`src/rtl/lpc_host_pkg.sv`:
```
package lpc_host_pkg;

  typedef enum logic [3:0] {
    PH_IDLE    = 4'd0,
    PH_START   = 4'd1,
    PH_TYPEDIR = 4'd2,
    PH_ADDR    = 4'd3,
    PH_MSIZE   = 4'd4,
    PH_WDATA   = 4'd5,
    PH_TARH    = 4'd6,
    PH_SYNC    = 4'd7,
    PH_RDATA   = 4'd8,
    PH_TARP    = 4'd9,
    PH_ABORT   = 4'd10
  } phase_e;

  localparam logic [7:0] OFS_GO     = 8'h00;
  localparam logic [7:0] OFS_STAT   = 8'h04;
  localparam logic [7:0] OFS_IRQ    = 8'h08;
  localparam logic [7:0] OFS_LEN    = 8'h10;
  localparam logic [7:0] OFS_CMD    = 8'h14;
  localparam logic [7:0] OFS_ADDR   = 8'h20;
  localparam logic [7:0] OFS_WDATA  = 8'h24;
  localparam logic [7:0] OFS_RDATA  = 8'h28;
  localparam logic [7:0] OFS_TMO    = 8'h58;

  localparam logic [3:0] SYNC_READY = 4'b0000;
  localparam logic [3:0] SYNC_WAITS = 4'b0101;
  localparam logic [3:0] SYNC_WAITL = 4'b0110;
  localparam logic [3:0] SYNC_ERR   = 4'b1010;

  localparam logic [3:0] NIB_START  = 4'b0000;
  localparam logic [3:0] NIB_IORD   = 4'b0000;
  localparam logic [3:0] NIB_IOWR   = 4'b0010;
  localparam logic [3:0] NIB_IDLE   = 4'b1111;

endpackage

```
`src/rtl/lpc_byte_fifo.sv`:
```
module lpc_byte_fifo #(
  parameter int DW    = 8,
  parameter int DEPTH = 16
) (
  input  logic          clk,
  input  logic          rst,
  input  logic          flush,
  input  logic          push,
  input  logic [DW-1:0] din,
  input  logic          pop,
  output logic [DW-1:0] dout,
  output logic          empty,
  output logic          full
);
  localparam int AW = $clog2(DEPTH);

  logic [DW-1:0] mem [DEPTH];
  logic [AW-1:0] wp, rp;
  logic [AW:0]   cnt;
  logic          do_push, do_pop;

  assign empty   = (cnt == '0);
  assign full    = (cnt == (AW+1)'(DEPTH));
  assign do_push = push && !full && !flush;
  assign do_pop  = pop && !empty && !flush;
  assign dout    = mem[rp];

  always_ff @(posedge clk) begin
    if (do_push) mem[wp] <= din;
  end

  always_ff @(posedge clk) begin
    if (rst || flush) begin
      wp  <= '0;
      rp  <= '0;
      cnt <= '0;
    end else begin
      if (do_push) wp <= (wp == AW'(DEPTH-1)) ? '0 : wp + 1'b1;
      if (do_pop)  rp <= (rp == AW'(DEPTH-1)) ? '0 : rp + 1'b1;
      case ({do_push, do_pop})
        2'b10:   cnt <= cnt + 1'b1;
        2'b01:   cnt <= cnt - 1'b1;
        default: cnt <= cnt;
      endcase
    end
  end

  a_r6_flush_empties: assert property (@(posedge clk) disable iff (rst)
    flush |=> empty);
  a_r6_push_fills: assert property (@(posedge clk) disable iff (rst)
    (push && !pop && !flush) |=> !empty);

endmodule

```
`src/rtl/lpc_cycle_seq.sv`:
```
module lpc_cycle_seq
  import lpc_host_pkg::*;
#(
  parameter int ADDR_W     = 16,
  parameter int LEN_W      = 8,
  parameter int TMO_W      = 8,
  parameter int ABORT_CLKS = 4
) (
  input  logic              clk,
  input  logic              rst,
  input  logic              go,
  input  logic              cmd_wr,
  input  logic              cmd_same,
  input  logic [LEN_W-1:0]  len,
  input  logic [ADDR_W-1:0] base_addr,
  input  logic [TMO_W-1:0]  tmo,
  input  logic [7:0]        tx_data,
  input  logic              tx_empty,
  input  logic [3:0]        lad_in,
  output logic              tx_pop,
  output logic              rx_push,
  output logic [7:0]        rx_data,
  output logic              done,
  output logic              done_ok,
  output logic [3:0]        phase,
  output logic              frame_n,
  output logic [3:0]        lad_out,
  output logic              lad_oe
);
  localparam int NIB   = ADDR_W / 4;
  localparam int SUB_W = (NIB > 2) ? $clog2(NIB) : 1;
  localparam int AB_W  = (ABORT_CLKS > 2) ? $clog2(ABORT_CLKS) : 1;

  phase_e             st, st_n;
  logic [SUB_W-1:0]   sub, sub_n;
  logic [LEN_W-1:0]   left, left_n;
  logic [ADDR_W-1:0]  addr, addr_n;
  logic [7:0]         data, data_n;
  logic [TMO_W-1:0]   tcnt, tcnt_n;
  logic [AB_W-1:0]    acnt, acnt_n;
  logic               wr_q, wr_n, same_q, same_n;
  logic               fr_c, oe_c;
  logic [3:0]         lo_c;
  logic [TMO_W:0]     tnext;

  assign tnext = {1'b0, tcnt} + 1'b1;

  always_comb begin
    st_n = st; sub_n = sub; left_n = left; addr_n = addr; data_n = data;
    tcnt_n = tcnt; acnt_n = acnt; wr_n = wr_q; same_n = same_q;
    tx_pop = 1'b0; rx_push = 1'b0; rx_data = {lad_in, data[3:0]};
    done = 1'b0; done_ok = 1'b0;
    case (st)
      PH_IDLE: if (go) begin
        st_n = PH_START; left_n = len; addr_n = base_addr;
        wr_n = cmd_wr; same_n = cmd_same; data_n = 8'h00;
        if (cmd_wr && !tx_empty) begin data_n = tx_data; tx_pop = 1'b1; end
      end
      PH_START:   st_n = PH_TYPEDIR;
      PH_TYPEDIR: begin st_n = PH_ADDR; sub_n = '0; end
      PH_ADDR: begin
        if (sub == SUB_W'(NIB-1)) begin
          sub_n = '0;
          st_n  = wr_q ? PH_WDATA : PH_TARH;
        end else sub_n = sub + 1'b1;
      end
      PH_WDATA: begin
        if (sub[0]) begin st_n = PH_TARH; sub_n = '0; end
        else sub_n = SUB_W'(1);
      end
      PH_TARH: begin
        if (sub[0]) begin st_n = PH_SYNC; sub_n = '0; tcnt_n = '0; end
        else sub_n = SUB_W'(1);
      end
      PH_SYNC: begin
        case (lad_in)
          SYNC_READY: begin st_n = wr_q ? PH_TARP : PH_RDATA; sub_n = '0; end
          SYNC_WAITS, SYNC_WAITL: tcnt_n = '0;
          SYNC_ERR: begin st_n = PH_IDLE; done = 1'b1; end
          default: begin
            if (tnext >= {1'b0, tmo}) begin st_n = PH_ABORT; acnt_n = '0; end
            else tcnt_n = tnext[TMO_W-1:0];
          end
        endcase
      end
      PH_RDATA: begin
        if (sub[0]) begin
          rx_push = 1'b1; st_n = PH_TARP; sub_n = '0;
        end else begin
          data_n[3:0] = lad_in; sub_n = SUB_W'(1);
        end
      end
      PH_TARP: begin
        if (!sub[0]) sub_n = SUB_W'(1);
        else if (left == LEN_W'(1)) begin
          st_n = PH_IDLE; sub_n = '0; done = 1'b1; done_ok = 1'b1;
        end else begin
          st_n = PH_START; sub_n = '0; left_n = left - 1'b1;
          addr_n = same_q ? addr : addr + 1'b1;
          data_n = 8'h00;
          if (wr_q && !tx_empty) begin data_n = tx_data; tx_pop = 1'b1; end
        end
      end
      PH_ABORT: begin
        if (acnt == AB_W'(ABORT_CLKS-1)) begin st_n = PH_IDLE; done = 1'b1; end
        else acnt_n = acnt + 1'b1;
      end
      default: st_n = PH_IDLE;
    endcase
  end

  always_comb begin
    fr_c = 1'b1; oe_c = 1'b0; lo_c = NIB_IDLE;
    case (st_n)
      PH_START:   begin fr_c = 1'b0; oe_c = 1'b1; lo_c = NIB_START; end
      PH_TYPEDIR: begin oe_c = 1'b1; lo_c = wr_n ? NIB_IOWR : NIB_IORD; end
      PH_ADDR:    begin oe_c = 1'b1; lo_c = addr_n[4*(NIB-1-int'(sub_n)) +: 4]; end
      PH_WDATA:   begin oe_c = 1'b1; lo_c = sub_n[0] ? data_n[7:4] : data_n[3:0]; end
      PH_TARH:    begin oe_c = !sub_n[0]; lo_c = NIB_IDLE; end
      PH_ABORT:   begin fr_c = 1'b0; oe_c = 1'b1; lo_c = NIB_IDLE; end
      default:    begin fr_c = 1'b1; oe_c = 1'b0; lo_c = NIB_IDLE; end
    endcase
  end

  always_ff @(posedge clk) begin
    if (rst) begin
      st <= PH_IDLE; sub <= '0; left <= '0; addr <= '0; data <= '0;
      tcnt <= '0; acnt <= '0; wr_q <= 1'b0; same_q <= 1'b0;
      frame_n <= 1'b1; lad_out <= NIB_IDLE; lad_oe <= 1'b0;
    end else begin
      st <= st_n; sub <= sub_n; left <= left_n; addr <= addr_n; data <= data_n;
      tcnt <= tcnt_n; acnt <= acnt_n; wr_q <= wr_n; same_q <= same_n;
      frame_n <= fr_c; lad_out <= lo_c; lad_oe <= oe_c;
    end
  end

  assign phase = st;

  // frame strobe low only in the start clock (or abort)
  a_r2_frame_low_only_start: assert property (@(posedge clk) disable iff (rst)
    !frame_n |-> (st == PH_START || st == PH_ABORT));
  // peripheral-owned phases never see the host driving
  a_r4_float_when_peripheral: assert property (@(posedge clk) disable iff (rst)
    (st == PH_SYNC || st == PH_RDATA || st == PH_TARP) |-> !lad_oe);
  // abort is only reachable from a silent sync
  a_r9_abort_after_sync: assert property (@(posedge clk) disable iff (rst)
    $rose(st == PH_ABORT) |-> $past(st) == PH_SYNC);
  // error sync ends the transaction at once
  a_r8_error_to_idle: assert property (@(posedge clk) disable iff (rst)
    (st == PH_SYNC && lad_in == SYNC_ERR) |=> st == PH_IDLE);

endmodule

```
`src/rtl/lpc_host_engine.sv`:
```
module lpc_host_engine
  import lpc_host_pkg::*;
#(
  parameter int ADDR_W     = 16,
  parameter int LEN_W      = 8,
  parameter int TMO_W      = 8,
  parameter int DEF_TMO    = 16,
  parameter int FIFO_DEPTH = 16,
  parameter int ABORT_CLKS = 4
) (
  input  logic        clk,
  input  logic        rst,
  input  logic [7:0]  bus_addr,
  input  logic        bus_wr,
  input  logic        bus_rd,
  input  logic [31:0] bus_wdata,
  output logic [31:0] bus_rdata,
  output logic        irq,
  output logic        lpc_frame_n,
  output logic [3:0]  lpc_nib_out,
  output logic        lpc_nib_oe,
  input  logic [3:0]  lpc_nib_in,
  output logic [3:0]  cyc_phase
);
  logic [3:0]        cmd_q;
  logic [LEN_W-1:0]  len_q;
  logic [ADDR_W-1:0] addr_q;
  logic [TMO_W-1:0]  tmo_q;
  logic              fin_q, irq_q;
  logic              idle, start_req, cmd_ok, go, irq_clr;
  logic              tx_pop, tx_empty, tx_full, rx_push, rx_empty, rx_full;
  logic              done, done_ok, tx_flush;
  logic [7:0]        tx_data, rx_data, rx_dout;
  logic              unused_bits;

  assign unused_bits = ^{bus_wdata, tx_full, rx_full};

  assign idle      = (cyc_phase == PH_IDLE);
  assign start_req = bus_wr && bus_addr == OFS_GO && bus_wdata[0] && idle;
  assign cmd_ok    = (cmd_q[2:1] == 2'b00) && (len_q != '0);
  assign go        = start_req && cmd_ok;
  assign irq_clr   = bus_wr && bus_addr == OFS_IRQ && bus_wdata[1];
  assign tx_flush  = done || (start_req && !cmd_ok);

  lpc_byte_fifo #(.DW(8), .DEPTH(FIFO_DEPTH)) u_txq (
    .clk(clk), .rst(rst), .flush(tx_flush),
    .push(bus_wr && bus_addr == OFS_WDATA), .din(bus_wdata[7:0]),
    .pop(tx_pop), .dout(tx_data), .empty(tx_empty), .full(tx_full));

  lpc_byte_fifo #(.DW(8), .DEPTH(FIFO_DEPTH)) u_rxq (
    .clk(clk), .rst(rst), .flush(go),
    .push(rx_push), .din(rx_data),
    .pop(bus_rd && bus_addr == OFS_RDATA), .dout(rx_dout),
    .empty(rx_empty), .full(rx_full));

  lpc_cycle_seq #(.ADDR_W(ADDR_W), .LEN_W(LEN_W), .TMO_W(TMO_W),
                  .ABORT_CLKS(ABORT_CLKS)) u_seq (
    .clk(clk), .rst(rst), .go(go), .cmd_wr(cmd_q[0]), .cmd_same(cmd_q[3]),
    .len(len_q), .base_addr(addr_q), .tmo(tmo_q),
    .tx_data(tx_data), .tx_empty(tx_empty), .lad_in(lpc_nib_in),
    .tx_pop(tx_pop), .rx_push(rx_push), .rx_data(rx_data),
    .done(done), .done_ok(done_ok), .phase(cyc_phase),
    .frame_n(lpc_frame_n), .lad_out(lpc_nib_out), .lad_oe(lpc_nib_oe));

  always_ff @(posedge clk) begin
    if (rst) begin
      cmd_q <= '0; len_q <= '0; addr_q <= '0; tmo_q <= TMO_W'(DEF_TMO);
      fin_q <= 1'b0; irq_q <= 1'b0; bus_rdata <= '0;
    end else begin
      if (bus_wr) begin
        case (bus_addr)
          OFS_CMD:  cmd_q  <= bus_wdata[3:0];
          OFS_LEN:  len_q  <= bus_wdata[LEN_W-1:0];
          OFS_ADDR: addr_q <= bus_wdata[ADDR_W-1:0];
          OFS_TMO:  tmo_q  <= bus_wdata[TMO_W-1:0];
          default: ;
        endcase
      end
      if (start_req)  fin_q <= 1'b0;
      else if (done)  fin_q <= done_ok;
      if (done || (start_req && !cmd_ok)) irq_q <= 1'b1;
      else if (irq_clr)                   irq_q <= 1'b0;
      if (bus_rd) begin
        case (bus_addr)
          OFS_STAT:  bus_rdata <= {30'd0, fin_q, idle};
          OFS_IRQ:   bus_rdata <= {30'd0, irq_q, 1'b0};
          OFS_LEN:   bus_rdata <= 32'(len_q);
          OFS_CMD:   bus_rdata <= {28'd0, cmd_q};
          OFS_ADDR:  bus_rdata <= 32'(addr_q);
          OFS_TMO:   bus_rdata <= 32'(tmo_q);
          OFS_RDATA: bus_rdata <= {24'd0, rx_empty ? 8'h00 : rx_dout};
          default:   bus_rdata <= '0;
        endcase
      end
    end
  end

  assign irq = irq_q;

  // flag holds until software clears it
  a_r7_irq_sticky: assert property (@(posedge clk) disable iff (rst)
    (irq && !irq_clr) |=> irq);
  // finished bit is never reported while a cycle is in flight
  a_r1_busy_not_finished: assert property (@(posedge clk) disable iff (rst)
    !idle |-> !fin_q);
  // a start while busy does not restart the sequence
  a_r11_busy_start_ignored: assert property (@(posedge clk) disable iff (rst)
    (!idle && cyc_phase != PH_TARP && cyc_phase != PH_ABORT && cyc_phase != PH_SYNC
     && cyc_phase != PH_RDATA) |=> cyc_phase != PH_IDLE);

endmodule

```
`config.mk`:
```
export PLATFORM = sky130hd
export DESIGN_NAME = lpc_host_engine
export DESIGN_NICKNAME = d
export VERILOG_FILES = /design/src/rtl/lpc_host_pkg.sv /design/src/rtl/lpc_byte_fifo.sv /design/src/rtl/lpc_cycle_seq.sv /design/src/rtl/lpc_host_engine.sv
export SDC_FILE = /design/constraint.sdc
export NUM_CORES = 1
export LEC_CHECK = 0
export BUFFER_PORTS_ARGS = -buffer_cell sky130_fd_sc_hd__buf_2
export CORE_UTILIZATION = 60
export DETAILED_ROUTE_END_ITERATION = 10
export HOLD_SLACK_MARGIN = 0.02
export PLACE_DENSITY_LB_ADDON = 0.2
export SKIP_LAST_GASP = 1
export SLEW_MARGIN = 40
export SYNTH_ARGS = -nofsm -noshare
export SYNTH_HDL_FRONTEND = slang
export SYNTH_SLANG_ARGS = --single-unit
```
`constraint.sdc`:
```
create_clock -name clk -period 8.6 [get_ports clk]
set_input_delay 0.86 -clock clk [delete_from_list [all_inputs] [get_ports clk]]
set_output_delay 0.86 -clock clk [all_outputs]
set_load 0.01 [all_outputs]
```
==> results.ini, run 1 <==
[outcome]
outcome = complete, no violations

[cts]
post_cts_resized = 0
cts-htree-levels = 2
clk_pin_slew_worst_paths_ps = 60
clock_sinks = 400
cts_root_buf = clkbuf_16
cts_setup_buffers = 0
ctsLongestPathBuffers = 3
cts_made_buffers = 41
clk_latency_ps = 550
cts_tree = done
ctsHoldBuffers = 0

[finish]
drive_above_1_share = 0.158
syn2layout_area_growth_pct = 9.96
finish.net_count = 1568
final_common_cell = edfxtp_1
final_cell_mix = edfxtp_1, nand2_1, dfxtp_1

[route]
drt-pass1-iter-count = 6
totalWireLength_um = 42500
drc = 0
via_per_inst = 6.29
ant_nets = 0
drtIter0Drc = 1593
wire_per_inst_um = 22.3
num_vias = 12000

[worst_setup_path]
critPathTopFamily = compound AO/OA/AOI/OAI gates
critPathRequiredTime_ps = 8990
rr_worst_depth = 13
worstReg2RegStart = u_seq.tcnt[0]
critPathCaptureType = flop
cp-start-kind = flop
r2r_slack_ps = 4550
critPathKind = reg -> reg
crit_buf_inv = 0
critical_path_arrival_ps = 4440
slowest_stage = a211oi_1
r2r-end = u_seq.lad_out[3]
path_cells = ha_1 -> and4_1 -> nand2_1 -> xnor2_1 -> ha_1 -> a21oi_1 -> o22ai_1 -> a211oi_4 -> a21oi_1 -> a21oi_4 -> nand3_2 -> a211oi_1 -> o221ai_2
critical_path.max_fanout = 21
max_stage_delay_ps = 660

[power]
seq_power_share = 0.526
switching_power_w = 0.000776
leakagePower_nw = 6.48
p_int_w = 0.00309
power_density_nw_per_um2 = 195
p_comb_frac = 0.016
ir_drop_mv = 0.188
swShare = 0.200
clock_power_share = 0.459

[sta]
max_freq_mhz = 247
max_slew_margin = 0.434
period_needed_ps = 4050
clock_skew_ps = 34.1
finalHoldViolCount = 0
final.setup.tns_ps = 0
report.final.slew_viol_count = 0
hold-worst-slack_ps = 454
setup_violations = 0
period_share = 0.471
tightest_slew_ps = 848
rsz0062_at_grt = false

[die]
fp.dieArea_um2 = 30700
fp.dieH_um = 175
rows = 63
io_pins = 91
dieWidth_um = 175
initial_core_util = 0.610
core-area_um2 = 29600

[logic_synthesis]
yosys_most_used_dff = edfxtp_1
synth_area_leader_cell = edfxtp_1
ys_ff_latch = 400
ys_seq_area_frac = 0.587
synth_cells = 1450
synth.distinct_cells = 94
synthTopCellsByArea = edfxtp_1, dfxtp_1, mux4_2
netlist.area_leader.share = 0.427
syn_area_per_cell_um2 = 12.4
synth_enable_flop_cells = 256
yosys_warnings = 0
async_reset_ff_frac = 0
syn-cell-area_um2 = 18000

[global_route]
grt_max_degree = 102
antenna_found_initial = 2
overflow = 0
grt_pass1_vias = 11700
grtUsageTotal = 0.282
grt_first_pass_wirelength_um = 66000

[placed_design]
place_congestion = 0.926
numPortBuffers = 58
hpwl_um = 28300

[hold_path]
min_path_cells = 2
hold_path_end = u_seq.same_q
holdCritStartpoint = u_seq.same_q
hold_path.class = reg -> reg

[run]
cap_violations = 0

==> cell type report <==
| class | count | area [um2] |
|---|---|---|
| Fill cell | 2150 | 9740 |
| Clock inverter | 19 | 235 |
| Clock buffer | 54 | 1090 |
| Tap cell | 390 | 488 |
| Sequential cell | 400 | 10600 |
| Inverter | 38 | 145 |
| Timing Repair Buffer | 73 | 409 |
| Antenna cell | 2 | 5.00 |
| Multi-Input combinational cell | 932 | 6860 |
==> per-stage QoR <==
stage | instance area, um2 | utilization | total power [W] | cells | setup WS (ps)
floorplan | 18100 | - | 0.00211 | 1465 | 5120
global placement | 18500 | 0.624 | 0.00213 | 1833 | 4430
detailed placement | 18500 | 0.624 | 0.00214 | 1833 | 4380
CTS | 19800 | 0.669 | 0.00389 | 1906 | 4520
global route | 19800 | 0.670 | 0.00396 | 1907 | 4310
finish | 19800 | 0.670 | 0.00387 | 1908 | 4550
==> state kept, by name, summed over array words and instances (netlist names), 5 cells and up, named ones only <==
| name | count |
|---|---|
| u_txq.mem | 128 |
| u_rxq.cnt | 5 |
| bus_rdata | 16 |
| u_seq.addr | 16 |
| u_seq.left | 8 |
| u_seq.data | 8 |
| u_rxq.mem | 128 |
| addr_q | 16 |
| tmo_q | 8 |
| u_txq.cnt | 5 |
| u_seq.tcnt | 8 |
| len_q | 8 |
==> cells in the mapped netlist (6+ instances only) <==
cell and number:
nand2_1 142, nor2b_1 18, a221oi_1 12, xor2_1 14
nor4_1 7, a21o_1 8, ha_1 32, a21oi_1 122
a31oi_1 7, a22oi_1 13, nand4_1 12, nor3b_1 9
mux4_1 6, clkbuf_1 33, and3_1 14, nand2b_1 8
nand3_1 44, a211oi_1 14, xnor2_1 9, mux4_2 60
buf_1 13, edfxtp_1 256, buf_4 19, a222oi_1 7
dfxtp_1 144, and2_1 14, or3_1 6, inv_1 34
o21ai_0 40, o211ai_1 10, buf_2 23, mux2i_1 30
nor2_1 133, nor3_1 21
==> power by group through the flow <==
stage	sequential [W]	clock, W	combinational (W)
3_5_place_dp	0.00208	0	0.0000603
4_1_cts	0.00203	0.00180	0.0000602
3_3_place_gp	0.00208	0	0.0000583
5_1_grt	0.00203	0.00186	0.0000652
2_1_floorplan	0.00208	0	0.0000311
6_report	0.00203	0.00178	0.0000606
==> worst max path at each step <==
stage,from,to,cells after the start,slack (ps)
6_report,u_seq.tcnt[0],u_seq.lad_out[3],13,4550
5_1_grt,u_seq.tcnt[0],u_seq.lad_out[3],13,4310
4_1_cts,u_seq.phase[3],u_txq.cnt[4],15,4520
3_5_place_dp,bus_wr,u_txq.cnt[4],15,4380
3_3_place_gp,bus_wr,u_txq.cnt[4],15,4430
2_1_floorplan,bus_addr[1],u_txq.cnt[4],14,5120
==> cell families after synthesis <==
logic type      after synthesis  share of synthesized area
compound gates              287                      0.107
xor+xnor                     23                     0.0112
fa+ha+maj                    34                     0.0244
buf+inv                     133                     0.0370
flops                       400                      0.587
mux                         101                      0.104
other cells                   1                   0.000208
simple gates                471                      0.130
==> tightest hold or removal path: stages, from the launching register on <==
cell and delay (ps):
dfxtp_1 310, nand2_1 50, a21oi_1 50
==> routing by layer <==
metal,global-route usage,wire [um],vias up
met5,0,0,-
met4,0.100,1360,0
met3,0.0446,3010,77
met2,0.460,20300,493
met1,0.388,17800,5926
li1,-,-,5510
Power figures use the tool's default switching activity.
==> inputs of run 2 (changes only) <==
Clock period 8.6 ns to 4 ns, I/O delays scaled along.
==> run 2 against run 1 <==
Global-route usage grew 0.46 points. Combinational power up 130%. Clock skew is 9.8 ps lower. Critical path type unchanged. Largest power group unchanged.
==> results.ini, run 2 (synthesized netlist as in run 1, its figures left out) <==
[cts]
clk_pin_slew_worst_paths_ps = 60  ; about the same
clock_sinks = 400  ; unchanged
cts_tree = done
clk_latency_ps = 550  ; about the same
cts_root_buf = clkbuf_16
cts_made_buffers = 42  ; +2.4%
cts-htree-levels = 2  ; unchanged
ctsLongestPathBuffers = 3  ; unchanged

[worst_setup_path]
rr_worst_depth = 15  ; +2
worstReg2RegStart = u_seq.phase[0]
cp-start-kind = flop
r2r-end = u_txq.cnt[4]
critical_path.max_fanout = 14  ; -33%
critical_path_arrival_ps = 4200  ; -240 ps
r2r_slack_ps = 250  ; -4300 ps
path_common_cell = inv_1
critPathKind = reg -> reg
max_stage_delay_ps = 620  ; -40 ps
critPathRequiredTime_ps = 4460  ; -4530 ps
slowest_stage = dfxtp_1
critPathCaptureType = flop
path_cells = nor2b_1 -> and3b_1 -> a32oi_1 -> o221ai_2 -> nor2_4 -> inv_1 -> ha_1 -> inv_1 -> fa_1 -> inv_1 -> a21o_1 -> a21oi_1 -> xnor2_1 -> or3_1 -> a21oi_1

[placed_design]
dp_slack_ps = 316  ; -4060 ps
place_congestion = 0.917  ; -0.93%
hpwl_um = 29100  ; +3.0%
place_inst = 1869  ; +2.0%
numPortBuffers = 58  ; unchanged

[route]
drc = 0  ; unchanged
drtIter0Drc = 1191  ; -25%
wire_per_inst_um = 22.1  ; -0.52%
ant_nets = 0  ; unchanged
num_vias = 12200  ; +1.4%
via_per_inst = 6.25  ; -0.72%
totalWireLength_um = 43200  ; +1.6%
drt-pass1-iter-count = 5  ; -1

[die]
io_pins = 91  ; unchanged
rows = 63  ; unchanged
fp.dieArea_um2 = 30700  ; unchanged
core-area_um2 = 29600  ; unchanged
fp.dieH_um = 175  ; unchanged
dieWidth_um = 175  ; unchanged
initial_core_util = 0.610  ; unchanged

[finish]
finish.net_count = 1605  ; +2.4%
drive_above_1_share = 0.179  ; +0.0204
syn2layout_area_growth_pct = 12.0
layout.cells.non_filler = 1949  ; +2.1%
final_core_util = 0.683  ; +0.0123
final_common_cell = edfxtp_1
largestRegisters = u_rxq.mem: 128 flops, u_txq.mem: 128 flops
final_cell_mix = edfxtp_1, nand2_1, dfxtp_1

[sta]
period_share = 0.937  ; +0.466
period_needed_ps = 3750  ; -302 ps
rsz0062_at_grt = false
finalHoldViolCount = 0  ; unchanged
max_freq_mhz = 267  ; +8.1%
final.setup.tns_ps = 0  ; unchanged
max_slew_margin = 0.441  ; +0.00756
clock_skew_ps = 24.3  ; -9.83 ps
setup_violations = 0  ; unchanged
report.final.slew_viol_count = 0  ; unchanged
tightest_slew_ps = 835  ; -12.7 ps
postLayoutSetupSlackWorst_ps = 253  ; -4300 ps

[hold_path]
holdCritStartpoint = bus_wdata[15]
hold_path_end = addr_q[15]
min_path_cells = 3  ; +1
hold_path.class = in -> reg

[outcome]
outcome = complete, no violations

[power]
ir_drop_mv = 0.412  ; +120%
power_density_nw_per_um2 = 421  ; +120%
totalPowerFinal_w = 0.00850  ; +120%
leakagePower_nw = 6.71  ; +3.6%

[run]
cap_violations = 0  ; unchanged

[global_route]
grtUsageMet1 = 0.383  ; -0.00467
grtUsageMet2 = 0.461  ; +0.00165
use_met3 = 0.0580  ; +0.0134
antenna_found_initial = 3  ; +1
overflow = 0  ; unchanged
grt_first_pass_wirelength_um = 66800  ; +1.3%
grt_max_degree = 101  ; -0.98%
grt.busiest_layer = met2
grtUsageTotal = 0.287  ; +0.00457
grt_pass1_vias = 11800  ; +0.11%

[run 2: changes by cell type in the layout (fill, tap and decap cells not counted), sizes merged]
cell      before  now
buf           73  109
diode          2    3
clkinvlp       1    3
clkbuf        54   53
clkinv        12   16
inv           39   38
[run 2: critical path: cells and delay by family (launching register included)]
| family | cells | cell delay, ps |
|---|---|---|
| AOI/OAI and AO/OA | 5 | 1230 |
| DFF | 1 | 620 |
| buffers and inverters | 3 | 250 |
| and+or+nand+nor | 4 | 1030 |
| xor gates and xnor gates | 1 | 90 |
| adders and majority gates | 2 | 460 |
[run 2: worst max-delay path by stage]
| stage | start | end | cells past startpoint | slack (ps) |
|---|---|---|---|---|
| 2_1_floorplan | u_seq.left[1] | u_txq.cnt[4] | 17 | 960 |
| 4_1_cts | u_seq.phase[3] | u_txq.cnt[4] | 15 | 280 |
| 3_5_place_dp | u_seq.phase[3] | u_txq.cnt[4] | 15 | 320 |
| 6_report | u_seq.phase[0] | u_txq.cnt[4] | 15 | 250 |
| 5_1_grt | u_seq.tcnt[0] | u_seq.lad_out[3] | 13 | 70 |
| 3_3_place_gp | u_seq.phase[3] | u_txq.cnt[4] | 15 | 350 |
[run 2: metrics by stage]
step	cell area [um2]	hold slack, ps
after floorplan	18100	427
after global routing	20200	112
after detailed placement	18700	454
after CTS	20200	93.0
after global placement	18700	447
final	20200	105
[run 2: final cells by class]
cell class | instances | area, um2
antenna | 3 | 7.51
multi-input combinational | 932 | 6850
timing repair buffer | 109 | 692
fill | 2083 | 9380
clock inverter | 24 | 255
inverter | 38 | 145
tap | 390 | 488
sequential | 400 | 10600
clock buffer | 53 | 1160
[run 2: per-layer routing]
metal / part of all wire / vias to the layer above
met5: 0 / -
met4: 0.039 / 0
met2: 0.47 / 495
met1: 0.41 / 5991
met3: 0.077 / 96
li1: - / 5594
[run 2: power breakdown]
group	total (W)	internal, W	switching [W]	leakage, nW
combinational	0.000141	0.0000294	0.000111	2.70
clock	0.00399	0.00239	0.00160	0.691
sequential	0.00437	0.00437	0.000000667	3.33
total	0.00850	0.00679	0.00171	6.71
[run 2: what timing repair did]
action                     4_1_cts  5_1_grt
setup buffers                    0        0
hold buffers                     0        0
resized for setup                0        1
setup endpoints to repair        0        1
==> inputs of run 3 (changes only) <==
Settings changed: HOLD_SLACK_MARGIN 0.02 to default, PLACE_DENSITY from default to 0.78, PLACE_DENSITY_LB_ADDON 0.2 to default.
==> run 3 against run 2 <==
Final area decreased by 0.63%. Non-clock buffer count decreased by 6. First-iteration DRC count increased by 12%. Utilization decreased by 0.43 points. Setup slack got worse by 51 ps. Routed wire length increased by 4.6%. Clock power decreased by 6.5%. Largest cell class unchanged. Largest power group unchanged.
==> results.ini, run 3 (synthesized netlist as in run 1, its figures left out) <==
[cts]
cts_tree = done
cts_root_buf = clkbuf_16
cts_made_buffers = 41  ; -2.4%
cts-htree-levels = 2  ; unchanged
clock_sinks = 400  ; unchanged
ctsHoldBuffers = 0  ; unchanged
ctsLongestPathBuffers = 3  ; unchanged
clk_latency_ps = 560  ; about the same
clk_pin_slew_worst_paths_ps = 70  ; about the same

[finish]
layout.cells.non_filler = 1940  ; -0.46%
drive_above_1_share = 0.173  ; -0.00607
stdcell_area_um2 = 20100  ; -0.63%
final_cell_mix = edfxtp_1, nand2_1, dfxtp_1
finish.net_count = 1598  ; -0.44%
largestRegisters = u_rxq.mem: 128 flops, u_txq.mem: 128 flops
n_fill_cell = 2043  ; -1.9%
syn2layout_area_growth_pct = 11.3
final_common_cell = edfxtp_1

[route]
ant_nets = 0  ; unchanged
wl_met1_um = 17800  ; +0.50%
drc = 0  ; unchanged
drtIter0Drc = 1339  ; +12%
num_vias = 12400  ; +2.0%
wire_per_inst_um = 23.3  ; +5.1%
wl_met3_um = 3780  ; +14%
top_layer_used = met5
routed-wl-met2_um = 21900  ; +6.9%
via_per_inst = 6.40  ; +2.5%
totalWireLength_um = 45200  ; +4.6%
drt-pass1-iter-count = 6  ; +1

[die]
dieWidth_um = 175  ; unchanged
core-area_um2 = 29600  ; unchanged
fp.dieArea_um2 = 30700  ; unchanged
io_pins = 91  ; unchanged
initial_core_util = 0.610  ; unchanged
fp.dieH_um = 175  ; unchanged
rows = 63  ; unchanged

[power]
clock_power_share = 0.452  ; -0.017
switching_power_w = 0.00168  ; -2.1%
p_int_w = 0.00656  ; -3.3%
swShare = 0.204  ; +0.00211
power_density_nw_per_um2 = 411  ; -2.5%
p_comb_frac = 0.017  ; about the same
leakagePower_nw = 6.64  ; -1.1%
ir_drop_mv = 0.410  ; -0.43%
seq_power_share = 0.531  ; +0.017

[placed_design]
dp_slack_ps = 323  ; +7.26 ps
place_congestion = 0.935  ; +2.0%
dpl_cell_area_um2 = 18700  ; -0.25%
place_inst = 1863  ; -0.32%
hpwl_um = 29400  ; +0.77%
numPortBuffers = 58  ; unchanged

[sta]
final.setup.tns_ps = 0  ; unchanged
tightest_slew_ps = 806  ; -29.1 ps
rsz0062_at_grt = false
period_needed_ps = 3800  ; +50.8 ps
report.final.slew_viol_count = 0  ; unchanged
postLayoutSetupSlackWorst_ps = 202  ; -50.8 ps
finalHoldViolCount = 0  ; unchanged
clock_skew_ps = 22.8  ; -1.52 ps
setup_violations = 0  ; unchanged
max_freq_mhz = 263  ; -1.3%
max_slew_margin = 0.461  ; +0.0195
period_share = 0.949  ; +0.0127

[worst_setup_path]
r2r-end = u_txq.cnt[4]
r2r_slack_ps = 200  ; -50 ps
critPathCaptureType = flop
cp-start-kind = flop
critical_path_arrival_ps = 4260  ; +60 ps
critPathRequiredTime_ps = 4460  ; about the same
critPathKind = reg -> reg
critical_path.max_fanout = 12  ; -2
worstReg2RegStart = u_seq.phase[2]
rr_worst_depth = 15  ; unchanged

[global_route]
grt_first_pass_wirelength_um = 69100  ; +3.5%
grt_pass1_vias = 12100  ; +2.7%
grtUsageTotal = 0.297  ; +0.0102
grt_max_degree = 101  ; unchanged
overflow = 0  ; unchanged
antenna_found_initial = 5  ; +2

[run]
cap_violations = 0  ; unchanged

[hold_path]
min_path_cells = 3  ; unchanged
hold_path_end = addr_q[15]
hold_path.class = in -> reg
holdCritStartpoint = bus_wdata[15]

[outcome]
outcome = complete, no violations

==> run 3: cell types whose count changed in the layout (fill, tap and decap cells not counted), moves of 2 or more <==
cell	change
clkbuf_1	+9
buf_4	-6
clkinv_1	-6
bufinv_16	-3
clkbuf_16	-2
clkinv_16	+2
clkinvlp_2	-2
nor2_1	-2
nor2_2	+2
==> run 3: critical path, stage by stage, from the launching register on <==
cell and delay (ps):
dfxtp_1 570, buf_4 240, and3b_1 220, a32oi_1 460, o221ai_2 300, nor2_4 250, inv_1 70, ha_1 250
inv_1 130, fa_1 230, inv_1 60, a21o_1 170, a21oi_1 190, xnor2_1 90, or3_1 310, a21oi_1 160
==> run 3: worst max path at each step <==
stage / start / end / slack, ps
after floorplan: u_seq.left[1] / u_txq.cnt[4] / 960
after global placement: u_seq.tcnt[0] / u_seq.lad_out[3] / 460
after detailed placement: u_seq.tcnt[0] / u_seq.lad_out[3] / 320
after CTS: u_seq.tcnt[0] / u_seq.lad_out[3] / 290
after global routing: u_seq.phase[2] / u_txq.cnt[4] / 30
final: u_seq.phase[2] / u_txq.cnt[4] / 200
==> run 3: layout make-up <==
cell class                      instances  area [um2]  share of cell area
Multi-Input combinational cell        932        6860               0.342
Timing Repair Buffer                  103         647              0.0323
Sequential cell                       400       10600               0.527
Inverter                               38         145             0.00724
Antenna cell                            3        7.51            0.000374
Clock buffer                           62        1170              0.0582
Clock inverter                         12         160             0.00799
Tap cell                              390         488              0.0243
==> run 3: timing repair <==
item                                   CTS  global route
buffers inserted                         0             0
endpoints found under the hold margin    0             0
resized for setup                        0             1
setup endpoints to repair                0             1
==> run 3: routing by layer <==
| layer | track usage | up-vias |
|---|---|---|
| li1 | - | 5578 |
| met1 | 0.400 | 6120 |
| met2 | 0.489 | 609 |
| met3 | 0.0483 | 106 |
| met4 | 0.112 | 4 |
| met5 | 0 | - |
==> run 3: power groups by stage <==
stage / clock, W / combinational [W] / sequential [W]
6_report: 0.00373 / 0.000141 / 0.00437
5_1_grt: 0.00391 / 0.000149 / 0.00437
4_1_cts: 0.00376 / 0.000138 / 0.00437
3_5_place_dp: 0 / 0.000136 / 0.00446
3_3_place_gp: 0 / 0.000131 / 0.00446
2_1_floorplan: 0 / 0.0000668 / 0.00446
==> run 3: per-stage QoR <==
stage | hold WS (ps) | power (W) | utilization
final | 101 | 0.00824 | 0.678
after global routing | 98.2 | 0.00843 | 0.678
after CTS | 90.0 | 0.00827 | 0.677
after detailed placement | 448 | 0.00460 | 0.632
after global placement | 438 | 0.00459 | 0.632
after floorplan | 427 | 0.00453 | -
